File: src/rtl/pwm_tbase_pkg.sv
`timescale 1ns/1ps
package pwm_tbase_pkg;

  typedef enum logic [1:0] {
    REG_PERIOD = 2'd0,
    REG_PHASE  = 2'd1,
    REG_CTRL   = 2'd2,
    REG_SPARE  = 2'd3
  } reg_sel_e;

  typedef enum logic {
    SYNC_SRC_ZERO = 1'b0,
    SYNC_SRC_PASS = 1'b1
  } sync_src_e;

  localparam int CTRL_PHASE_EN_BIT = 0;
  localparam int CTRL_SYNC_SRC_BIT = 1;

endpackage

File: src/rtl/pwm_tbase_regs.sv
`timescale 1ns/1ps
module pwm_tbase_regs
  import pwm_tbase_pkg::*;
#(
  parameter int CW        = 16,
  parameter int RESET_PRD = 600
) (
  input  logic          clk,
  input  logic          rst_n,
  input  logic          wr_en,
  input  logic [1:0]    wr_addr,
  input  logic [CW-1:0] wr_data,
  input  logic          at_zero,
  output logic [CW-1:0] shadow_prd,
  output logic [CW-1:0] active_prd,
  output logic [CW-1:0] eff_prd,
  output logic [CW-1:0] phase_val,
  output logic          phase_en,
  output sync_src_e     sync_src
);

  localparam logic [CW-1:0] PRD_INIT = CW'(RESET_PRD);

  // pending registers written by software
  always_ff @(posedge clk) begin
    if (!rst_n) begin
      shadow_prd <= PRD_INIT;
      phase_val  <= '0;
      phase_en   <= 1'b0;
      sync_src   <= SYNC_SRC_ZERO;
    end else if (wr_en) begin
      case (reg_sel_e'(wr_addr))
        REG_PERIOD: shadow_prd <= wr_data;
        REG_PHASE:  phase_val  <= wr_data;
        REG_CTRL: begin
          phase_en <= wr_data[CTRL_PHASE_EN_BIT];
          sync_src <= sync_src_e'(wr_data[CTRL_SYNC_SRC_BIT]);
        end
        default: ;
      endcase
    end
  end

  // the running period copies the pending value only at the valley
  always_ff @(posedge clk) begin
    if (!rst_n) active_prd <= PRD_INIT;
    else if (at_zero) active_prd <= shadow_prd;
  end

  // the period the counter steps against in this cycle
  assign eff_prd = at_zero ? shadow_prd : active_prd;

  a_r5_active_holds: assert property (@(posedge clk) disable iff (!rst_n)
    !at_zero |=> $stable(active_prd));

  a_r5_active_takes_pending: assert property (@(posedge clk) disable iff (!rst_n)
    at_zero |=> active_prd == $past(shadow_prd));

  a_r11_spare_inert: assert property (@(posedge clk) disable iff (!rst_n)
    (wr_en && wr_addr == 2'd3) |=>
      ($stable(shadow_prd) && $stable(phase_val) && $stable(phase_en) && $stable(sync_src)));

endmodule

File: src/rtl/pwm_tbase_counter.sv
`timescale 1ns/1ps
module pwm_tbase_counter #(
  parameter int CW = 16
) (
  input  logic          clk,
  input  logic          rst_n,
  input  logic [CW-1:0] eff_prd,
  input  logic          load_req,
  input  logic [CW-1:0] phase_val,
  output logic [CW-1:0] count_q,
  output logic          dir_up_q
);

  // returns {direction of the step, next count}
  function automatic logic [CW:0] step_fn(input logic [CW-1:0] cnt,
                                          input logic          up,
                                          input logic [CW-1:0] prd);
    logic [CW:0] r;
    if (cnt == '0 && prd == '0)      r = {1'b1, {CW{1'b0}}};
    else if (up && cnt >= prd)       r = {1'b0, cnt - 1'b1};
    else if (up)                     r = {1'b1, cnt + 1'b1};
    else if (cnt == '0)              r = {1'b1, CW'(1)};
    else                             r = {1'b0, cnt - 1'b1};
    return r;
  endfunction

  logic [CW:0] nxt;
  assign nxt = step_fn(count_q, dir_up_q, eff_prd);

  always_ff @(posedge clk) begin
    if (!rst_n) begin
      count_q  <= '0;
      dir_up_q <= 1'b1;
    end else if (load_req) begin
      count_q  <= phase_val;
      dir_up_q <= 1'b1;
    end else begin
      count_q  <= nxt[CW-1:0];
      dir_up_q <= nxt[CW];
    end
  end

  a_r6_phase_load: assert property (@(posedge clk) disable iff (!rst_n)
    load_req |=> (count_q == $past(phase_val) && dir_up_q));

  a_r2_climb: assert property (@(posedge clk) disable iff (!rst_n)
    (!load_req && dir_up_q && count_q < eff_prd) |=> count_q == $past(count_q) + 1'b1);

  a_r9_turn_down: assert property (@(posedge clk) disable iff (!rst_n)
    (!load_req && dir_up_q && count_q >= eff_prd && eff_prd != '0) |=>
      (!dir_up_q && count_q == $past(count_q) - 1'b1));

  a_r3_turn_up: assert property (@(posedge clk) disable iff (!rst_n)
    (!load_req && !dir_up_q && count_q == '0 && eff_prd != '0) |=>
      (dir_up_q && count_q == CW'(1)));

  a_r10_hold_at_zero: assert property (@(posedge clk) disable iff (!rst_n)
    (!load_req && count_q == '0 && eff_prd == '0) |=> (count_q == '0 && dir_up_q));

endmodule

File: src/rtl/pwm_tbase_events.sv
`timescale 1ns/1ps
module pwm_tbase_events
  import pwm_tbase_pkg::*;
#(
  parameter int CW = 16
) (
  input  logic [CW-1:0] count_q,
  input  logic [CW-1:0] active_prd,
  input  logic          sync_in,
  input  sync_src_e     sync_src,
  output logic          zero_evt,
  output logic          period_evt,
  output logic          sync_out
);

  function automatic logic is_peak(input logic [CW-1:0] cnt, input logic [CW-1:0] prd);
    return (prd != '0) && (cnt == prd);
  endfunction

  assign zero_evt   = (count_q == '0);
  assign period_evt = is_peak(count_q, active_prd);
  assign sync_out   = (sync_src == SYNC_SRC_PASS) ? sync_in : zero_evt;

endmodule

File: src/rtl/pwm_tbase.sv
`timescale 1ns/1ps
module pwm_tbase
  import pwm_tbase_pkg::*;
#(
  parameter int CW        = 16,
  parameter int RESET_PRD = 600
) (
  input  logic          clk,
  input  logic          rst_n,
  input  logic          wr_en,
  input  logic [1:0]    wr_addr,
  input  logic [CW-1:0] wr_data,
  input  logic          sync_in,
  output logic [CW-1:0] count,
  output logic          zero_evt,
  output logic          period_evt,
  output logic          dir_up,
  output logic          sync_out
);

  logic [CW-1:0] shadow_prd, active_prd, eff_prd, phase_val;
  logic          phase_en;
  sync_src_e     sync_src;
  logic          at_zero;
  logic          load_req;

  assign at_zero  = (count == '0);
  assign load_req = sync_in & phase_en;

  pwm_tbase_regs #(.CW(CW), .RESET_PRD(RESET_PRD)) u_regs (
    .clk(clk), .rst_n(rst_n), .wr_en(wr_en), .wr_addr(wr_addr), .wr_data(wr_data),
    .at_zero(at_zero), .shadow_prd(shadow_prd), .active_prd(active_prd),
    .eff_prd(eff_prd), .phase_val(phase_val), .phase_en(phase_en), .sync_src(sync_src)
  );

  pwm_tbase_counter #(.CW(CW)) u_cnt (
    .clk(clk), .rst_n(rst_n), .eff_prd(eff_prd), .load_req(load_req),
    .phase_val(phase_val), .count_q(count), .dir_up_q(dir_up)
  );

  pwm_tbase_events #(.CW(CW)) u_evt (
    .count_q(count), .active_prd(active_prd), .sync_in(sync_in), .sync_src(sync_src),
    .zero_evt(zero_evt), .period_evt(period_evt), .sync_out(sync_out)
  );

  a_r4_zero_single: assert property (@(posedge clk) disable iff (!rst_n)
    (zero_evt && eff_prd != '0 && !load_req) |=> !zero_evt);

  a_r4_peak_single: assert property (@(posedge clk) disable iff (!rst_n)
    (period_evt && !load_req) |=> !period_evt);

  a_r7_sync_ignored: assert property (@(posedge clk) disable iff (!rst_n)
    (sync_in && !phase_en && count == '0 && eff_prd != '0) |=> count == CW'(1));

endmodule

File: config.mk
export PLATFORM = sky130hd
export DESIGN_NAME = pwm_tbase
export DESIGN_NICKNAME = d
export VERILOG_FILES = /design/src/rtl/pwm_tbase_pkg.sv /design/src/rtl/pwm_tbase_regs.sv /design/src/rtl/pwm_tbase_counter.sv /design/src/rtl/pwm_tbase_events.sv /design/src/rtl/pwm_tbase.sv
export SDC_FILE = /design/constraint.sdc
export NUM_CORES = 1
export LEC_CHECK = 0
export ABC_AREA = 0
export CORE_MARGIN = 1
export CORE_UTILIZATION = 59
export CTS_BUF_LIST = sky130_fd_sc_hd__clkbuf_8
export DETAILED_ROUTE_END_ITERATION = 7
export PLACE_DENSITY = 0.9
export SETUP_SLACK_MARGIN = 0.3
export SYNTH_ARGS = -nofsm -noshare
export SYNTH_HDL_FRONTEND = slang
export SYNTH_SLANG_ARGS = --single-unit
File: constraint.sdc
create_clock -name clk -period 6.6 [get_ports clk]
set_input_delay 1.32 -clock clk [delete_from_list [all_inputs] [get_ports clk]]
set_output_delay 1.32 -clock clk [all_outputs]
set_load 0.05 [all_outputs]
==> results.sh, run 1 <==
export IMPL_final_layout_size_suffix_gt1_frac=0.0667
export IMPL_core_region_area_sq_mm=0.00642
export IMPL_die_area_sq_mm=0.00710
export IMPL_worst_r2r_endpoint="u_cnt.count_q[12]"
export IMPL_timing_fmax_mhz=212
export IMPL_synthesis_area_per_instance_sq_um=8.30
export IMPL_tightestPinTransition_ps=1160
export IMPL_design_power_total_uw=1720
export IMPL_final_cell_mix="sky130_fd_sc_hd__nand2_1, sky130_fd_sc_hd__dfxtp_1, sky130_fd_sc_hd__clkdlybuf4s50_1, sky130_fd_sc_hd__a21boi_0, sky130_fd_sc_hd__mux2i_1"
export IMPL_cts_repair_timing_setup_buffer_count=0
export IMPL_postCtsHoldBufs=0
export IMPL_synth_seq_cells=67
export IMPL_finalSetupViolations=0
export IMPL_drt_first_pass_iters=8
export IMPL_clock_sinks=67
export IMPL_drt_vias_per_instance=6.45
export IMPL_setup_worst_path_end_class="flop"
export IMPL_power_density_mw_per_mm2=379
export IMPL_max_slew_margin_rel=0.227
export IMPL_final_cells=587
export IMPL_power_static_leakage_uw=0.00177
export IMPL_min_delay_path_class="reg2reg"
export IMPL_timing_final_hold_violations=0
export IMPL_final_min_clock_period_ps=4720
export IMPL_drv_max_cap_violation_count=0
export IMPL_drc_errors=4
export IMPL_ctsRootBufferMaster="sky130_fd_sc_hd__clkbuf_8"
export IMPL_synthDistinctLibCells=61
export IMPL_detail_route_iter0_violations=389
export IMPL_chipWidth_microns=84.3
export IMPL_asyncSetResetFlopFracSynth=0
export IMPL_worstRegToRegCells=13
export IMPL_postSynthCellCount=481
export IMPL_mappedNetlistArea_sq_mm=0.00399
export IMPL_htree_num_levels=3
export IMPL_postRouteAntennaNets=0
export IMPL_maximum_fanout_along_the_worst_path=19
export IMPL_rrSetupSlack_ps=1880
export IMPL_nets=546
export IMPL_synth_largest_type_area_fraction=0.336
export IMPL_grt_first_pass_wirelength_microns=17200
export IMPL_tritoncts_num_buffers=9
export IMPL_critical_path_startpoint_type="flop"
export IMPL_violations="design-rule violations"
export IMPL_drt_total_wl_microns=10500
export IMPL_globalplace_congestion=0.927
export IMPL_gr_usage_all_layers=0.306
export IMPL_worst_endpoint_required_ps=6870
export IMPL_holdPathStages=2
export IMPL_setup_worst_path_class="reg2reg"
export IMPL_postSynthNetCount=522
export IMPL_setup_repair_after_global_routing_missed_its_margin="false"
export IMPL_layout_commonest_cell="sky130_fd_sc_hd__nand2_1"
export IMPL_placed_cells=571
export IMPL_timing_clock_skew_ps=5.31
export IMPL_top_level_ports=42
export IMPL_cts_tree="built"
export IMPL_ctsResizeCount=0
export IMPL_worstHoldEndpoint="u_cnt.count_q[11]"
export IMPL_grt_pass1_vias=3573
export IMPL_antenna_found_initial=0
export IMPL_ys_warn_count=0
export IMPL_clk_pin_slew_ps=80
export IMPL_worst_skew_pair_late_latency_ps=350
export IMPL_synth_area_leaders="sky130_fd_sc_hd__dfxtp_1, sky130_fd_sc_hd__nand2_1, sky130_fd_sc_hd__ha_1, sky130_fd_sc_hd__a21boi_0, sky130_fd_sc_hd__mux2i_1"
export IMPL_finalCritPeriodShare=0.715
export IMPL_rr_startpoint="u_cnt.count_q[8]"
export IMPL_global_route_overflow_total=0
export IMPL_cts_max_path_buffers=2
export IMPL_worst_ir_drop_vdd_mv=0.176
export IMPL_port_buffers=41
export IMPL_via_count=3784
export IMPL_setup_tns_ps=0
export IMPL_status="finished with violations"
export IMPL_grt_max_degree=56
export IMPL_antenna_diode_count=0
export IMPL_floorplan_initialDensity=0.621
export IMPL_die_y_microns=84.3
export IMPL_synth_enable_flop_cells=0
export IMPL_wl_per_cell_microns=17.9
export IMPL_slew_viol_final=0
export IMPL_ys_seq_area_frac=0.336
export IMPL_synth_ff_type="sky130_fd_sc_hd__dfxtp_1"
export IMPL_hold_path_startpoint="u_regs.phase_val[11]"
export IMPL_hpwlAfterDp_microns=7320
export IMPL_floorplan_rows=29
export IMPL_worstSetupStartpoint="u_cnt.count_q[8]"
export IMPL_area_delta_synth_final_pct=13.8
export IMPL_cp_data_arrival_time_ps=4990
export IMPL_synth_largest_area_cell="sky130_fd_sc_hd__dfxtp_1"
## per-stage QoR
stage          utilization  cell area (sq um)  hold slack (ps)  worst slack, ps
2_1_floorplan            -               3990              415             2290
3_3_place_gp         0.674               4330              435             2100
3_5_place_dp         0.674               4330              440             2060
4_1_cts              0.707               4540              450             2000
5_1_grt              0.707               4540              485             1510
6_report             0.707               4540              446             1880
## state kept, by name, indices dropped and copies added, names as in the netlist
name / flops
u_regs.phase_val: 16
u_regs.shadow_prd: 16
u_cnt.dir_up_q: 1
u_regs.sync_src: 1
u_regs.active_prd: 16
u_regs.phase_en: 1
u_cnt.count_q: 16
## power breakdown
group          total [uW]  internal, uW  leakage [uW]  switching [uW]
logic                 800           297       0.00112             503
clock network         365           189      0.000103             177
registers             554           448      0.000546             106
total                1720           934       0.00177             786
## kinds of logic after synthesis
kind of cell	after synthesis	synth area share
and+or+nand+nor	224	0.282
AOI/OAI and AO/OA	96	0.179
DFF	67	0.336
buffers and inverters	37	0.0530
muxes	21	0.0530
adders and majority gates	19	0.0596
xor gates and xnor gates	17	0.0373
## cell usage after synthesis (2+ instances only)
cell type and count:
sky130_fd_sc_hd__a2111oi_0 6, sky130_fd_sc_hd__a211oi_1 2, sky130_fd_sc_hd__a21boi_0 30, sky130_fd_sc_hd__a21oi_1 10, sky130_fd_sc_hd__a221oi_2 2, sky130_fd_sc_hd__a22oi_1 3
sky130_fd_sc_hd__a41oi_1 2, sky130_fd_sc_hd__and2_1 6, sky130_fd_sc_hd__and3_1 2, sky130_fd_sc_hd__and4_1 2, sky130_fd_sc_hd__buf_2 6, sky130_fd_sc_hd__buf_4 5
sky130_fd_sc_hd__buf_6 4, sky130_fd_sc_hd__clkbuf_1 15, sky130_fd_sc_hd__dfxtp_1 67, sky130_fd_sc_hd__ha_1 19, sky130_fd_sc_hd__inv_1 6, sky130_fd_sc_hd__mux2i_1 20
sky130_fd_sc_hd__nand2_1 104, sky130_fd_sc_hd__nand3_1 14, sky130_fd_sc_hd__nand3b_1 2, sky130_fd_sc_hd__nand4_1 10, sky130_fd_sc_hd__nor2_1 11, sky130_fd_sc_hd__nor2_2 3
sky130_fd_sc_hd__nor2b_1 14, sky130_fd_sc_hd__nor3_1 16, sky130_fd_sc_hd__nor3b_1 5, sky130_fd_sc_hd__nor4_1 17, sky130_fd_sc_hd__o211ai_1 3, sky130_fd_sc_hd__o21a_1 6
sky130_fd_sc_hd__o21ai_0 9, sky130_fd_sc_hd__o21ai_1 3, sky130_fd_sc_hd__o31ai_1 6, sky130_fd_sc_hd__or3_1 7, sky130_fd_sc_hd__or3_2 2, sky130_fd_sc_hd__or4_1 2
sky130_fd_sc_hd__xor2_1 16
## layer usage
| metal | global-route usage | vias up | share of wire |
|---|---|---|---|
| met1 | 0.398 | 1761 | 0.42 |
| met2 | 0.485 | 210 | 0.47 |
| met4 | 0.135 | 0 | 0.024 |
| met3 | 0.0718 | 29 | 0.091 |
| li1 | - | 1784 | - |
| met5 | 0 | - | 0 |
## how the worst max path moves through the flow
stage	to	slack [ps]	cells past startpoint
global route	u_cnt.count_q[9]	1510	13
floorplan	sync_out	2290	7
CTS	u_cnt.count_q[12]	2000	13
detailed placement	u_cnt.count_q[9]	2060	13
global placement	u_cnt.count_q[9]	2100	13
finish	u_cnt.count_q[12]	1880	13
## worst max-delay path, cell delays in order (launching register included)
cell and delay, ps:
sky130_fd_sc_hd__dfxtp_1 430, sky130_fd_sc_hd__or4_4 600, sky130_fd_sc_hd__nor4_4 200, sky130_fd_sc_hd__nand4_1 130, sky130_fd_sc_hd__buf_4 260, sky130_fd_sc_hd__mux2_2 320
sky130_fd_sc_hd__ha_1 260, sky130_fd_sc_hd__nand2b_1 140, sky130_fd_sc_hd__a2111oi_0 410, sky130_fd_sc_hd__o31ai_1 170, sky130_fd_sc_hd__a21oi_1 900, sky130_fd_sc_hd__a2111oi_0 340
sky130_fd_sc_hd__o21a_1 270, sky130_fd_sc_hd__o31ai_1 180
## final cells by class
type	count	area, sq um
Clock buffer	10	138
Clock inverter	6	72.6
Fill cell	496	1880
Inverter	6	22.5
Multi-Input combinational cell	377	2440
Sequential cell	67	1340
Tap cell	77	96.3
Timing Repair Buffer	44	433
Note: power is estimated with default switching activity, not from simulation.
==> run 2: changes to the inputs <==
CORE_UTILIZATION = 53   (was 59)
PLACE_DENSITY = 0.85   (was 0.9)
clock period = 4 ns   (was 6.6 ns; I/O delays follow)
==> run 2 against run 1 <==
Net effect: the run now ends clean; critical endpoint is now u_cnt.count_q[7]; final cell count is 8.9% higher; critical path type unchanged; core utilization decreased by 1.0 points; register-to-register slack got worse by 1600 ps; critical path depth stayed put; largest power group unchanged; die area increased by 11%; power is 95% higher; design area rose by 11%; worst setup slack worse by 1600 ps; via count rose by 4.8%.
==> results.sh, run 2 (synthesis results as in run 1) <==
export IMPL_setup_worst_path_end_class="flop"
export IMPL_worst_ir_drop_vdd_mv=0.310
export IMPL_slowest_delay_ps=530
export IMPL_maximum_fanout_along_the_worst_path=6
export IMPL_critical_path_startpoint_type="flop"
export IMPL_clk_pin_slew_ps=70
export IMPL_tightestPinTransition_ps=689
export IMPL_drv_max_cap_violation_count=0
export IMPL_grt_first_pass_wirelength_microns=17500
export IMPL_globalplace_congestion=0.936
export IMPL_drt_total_wl_microns=11600
export IMPL_floorplan_initialDensity=0.550
export IMPL_top_level_ports=42
export IMPL_finalSetupViolations=0
export IMPL_rrSetupSlack_ps=290
export IMPL_placed_cells=613
export IMPL_timing_fmax_mhz=270
export IMPL_gr_usage_all_layers=0.296
export IMPL_postRouteAntennaNets=0
export IMPL_timing_final_hold_violations=0
export IMPL_cp_top_family="simple AND/OR/NAND/NOR gates"
export IMPL_die_y_microns=88.8
export IMPL_tritoncts_num_buffers=9
export IMPL_clock_sinks=67
export IMPL_htree_num_levels=3
export IMPL_worst_skew_pair_late_latency_ps=350
export IMPL_area_delta_synth_final_pct=26.6
export IMPL_cp_data_arrival_time_ps=4000
export IMPL_die_area_sq_mm=0.00788
export IMPL_port_buffers=41
export IMPL_timing_critical_path_cells="or4_4 -> nor4_4 -> nand4_1 -> buf_4 -> mux2_4 -> ha_4 -> nand2b_4 -> a2111oi_4 -> o31ai_4 -> a21o_4 -> or4_4 -> o31a_1 -> nand3_1"
export IMPL_final_cell_mix="sky130_fd_sc_hd__nand2_1, sky130_fd_sc_hd__dfxtp_1, sky130_fd_sc_hd__clkdlybuf4s50_1, sky130_fd_sc_hd__a21boi_0, sky130_fd_sc_hd__buf_4"
export IMPL_drc_errors=0
export IMPL_cp_depth=13
export IMPL_final_cells=639
export IMPL_via_count=3967
export IMPL_floorplan_rows=31
export IMPL_wl_per_cell_microns=18.2
export IMPL_drt_first_pass_iters=5
export IMPL_drt_vias_per_instance=6.21
export IMPL_global_route_overflow_total=0
export IMPL_antenna_diode_count=0
export IMPL_max_slew_margin_rel=0.539
export IMPL_final_min_clock_period_ps=3710
export IMPL_holdPathStages=2
export IMPL_path_common_cell="sky130_fd_sc_hd__or4_4"
export IMPL_worstRegToRegCells=13
export IMPL_status="finished clean"
export IMPL_power_density_mw_per_mm2=665
export IMPL_detail_route_iter0_violations=439
export IMPL_worst_path_buf_inv=1
export IMPL_timing_clock_skew_ps=11.1
export IMPL_ctsRootBufferMaster="sky130_fd_sc_hd__clkbuf_8"
export IMPL_grt_pass1_vias=3546
export IMPL_postCtsHoldBufs=0
export IMPL_chipWidth_microns=88.8
export IMPL_grt_max_degree=53
export IMPL_antenna_found_initial=0
export IMPL_setup_repair_after_global_routing_missed_its_margin="true"
export IMPL_core_region_area_sq_mm=0.00725
export IMPL_cts_max_path_buffers=2
export IMPL_finalCritPeriodShare=0.927
export IMPL_min_delay_path_class="reg2reg"
export IMPL_power_static_leakage_uw=0.00196
export IMPL_final_layout_size_suffix_gt1_frac=0.170
export IMPL_worst_endpoint_required_ps=4290
export IMPL_timing_critical_path_slowest_stage_cell="sky130_fd_sc_hd__or4_4"
export IMPL_hpwlAfterDp_microns=7840
export IMPL_nets=576
export IMPL_cts_tree="built"
export IMPL_setup_tns_ps=0
export IMPL_layout_commonest_cell="sky130_fd_sc_hd__nand2_1"
export IMPL_setup_worst_path_class="reg2reg"
export IMPL_slew_viol_final=0
[run 2: changes by cell type in the layout (fill, tap and decap cells not counted), moves of 4 or more]
cell / change
sky130_fd_sc_hd__buf_4: +24
sky130_fd_sc_hd__a2111oi_0: -6
sky130_fd_sc_hd__nor3_1: -5
sky130_fd_sc_hd__a2111oi_4: +4
sky130_fd_sc_hd__buf_6: +4
sky130_fd_sc_hd__dfxtp_1: -4
sky130_fd_sc_hd__nor3_2: +4
[run 2: area by class of cell]
cell class / count / area (sq um)
Sequential cell: 67 / 1350
Tap cell: 99 / 124
Fill cell: 547 / 2200
Timing Repair Buffer: 74 / 678
Inverter: 6 / 22.5
Clock inverter: 7 / 116
Clock buffer: 9 / 124
Multi-Input combinational cell: 377 / 2640
[run 2: per-stage QoR]
stage	setup WS, ps	power [uW]	hold slack, ps	cell area [sq um]	util
global placement	236	2340	429	4540	0.626
global route	148	3520	463	5050	0.697
finish	294	3360	447	5050	0.697
CTS	288	3100	453	4850	0.668
detailed placement	144	2370	441	4540	0.626
floorplan	314	1940	411	4020	-
[run 2: power by group]
group / internal (uW) / leakage (uW) / switching, uW
clock network: 414 / 0.000125 / 273
logic: 732 / 0.00129 / 1110
registers: 743 / 0.000548 / 83.4
total: 1890 / 0.00196 / 1470
[run 2: routing by layer]
metal  vias to the layer above  share of wire  GRT usage
met1                      1846           0.42      0.403
met3                        46          0.090     0.0392
met2                       228           0.46      0.457
met5                         -              0          0
met4                         0          0.028      0.150
li1                       1847              -          -
[run 2: worst register-to-register path, cell delays in order (launching register included)]
cell and delay (ps):
sky130_fd_sc_hd__dfxtp_4 340, sky130_fd_sc_hd__or4_4 530, sky130_fd_sc_hd__nor4_4 210, sky130_fd_sc_hd__nand4_1 190
sky130_fd_sc_hd__buf_4 200, sky130_fd_sc_hd__mux2_4 320, sky130_fd_sc_hd__ha_4 210, sky130_fd_sc_hd__nand2b_4 140
sky130_fd_sc_hd__a2111oi_4 340, sky130_fd_sc_hd__o31ai_4 130, sky130_fd_sc_hd__a21o_4 280, sky130_fd_sc_hd__or4_4 430
sky130_fd_sc_hd__o31a_1 250, sky130_fd_sc_hd__nand3_1 70
[run 2: what timing repair did]
item	CTS	global route
pin swaps	4	8
endpoints found under the setup margin	7	10
cloned	0	2
resized for setup	15	26
buffers inserted	1	7
[run 2: final timing paths]
check,endpoint,start
worst max-delay path,u_cnt.count_q[7],u_cnt.count_q[8]
worst min register to register,u_cnt.count_q[11],u_regs.phase_val[11]
worst max register to register,u_cnt.count_q[7],u_cnt.count_q[8]
worst min-delay path,u_cnt.count_q[11],u_regs.phase_val[11]
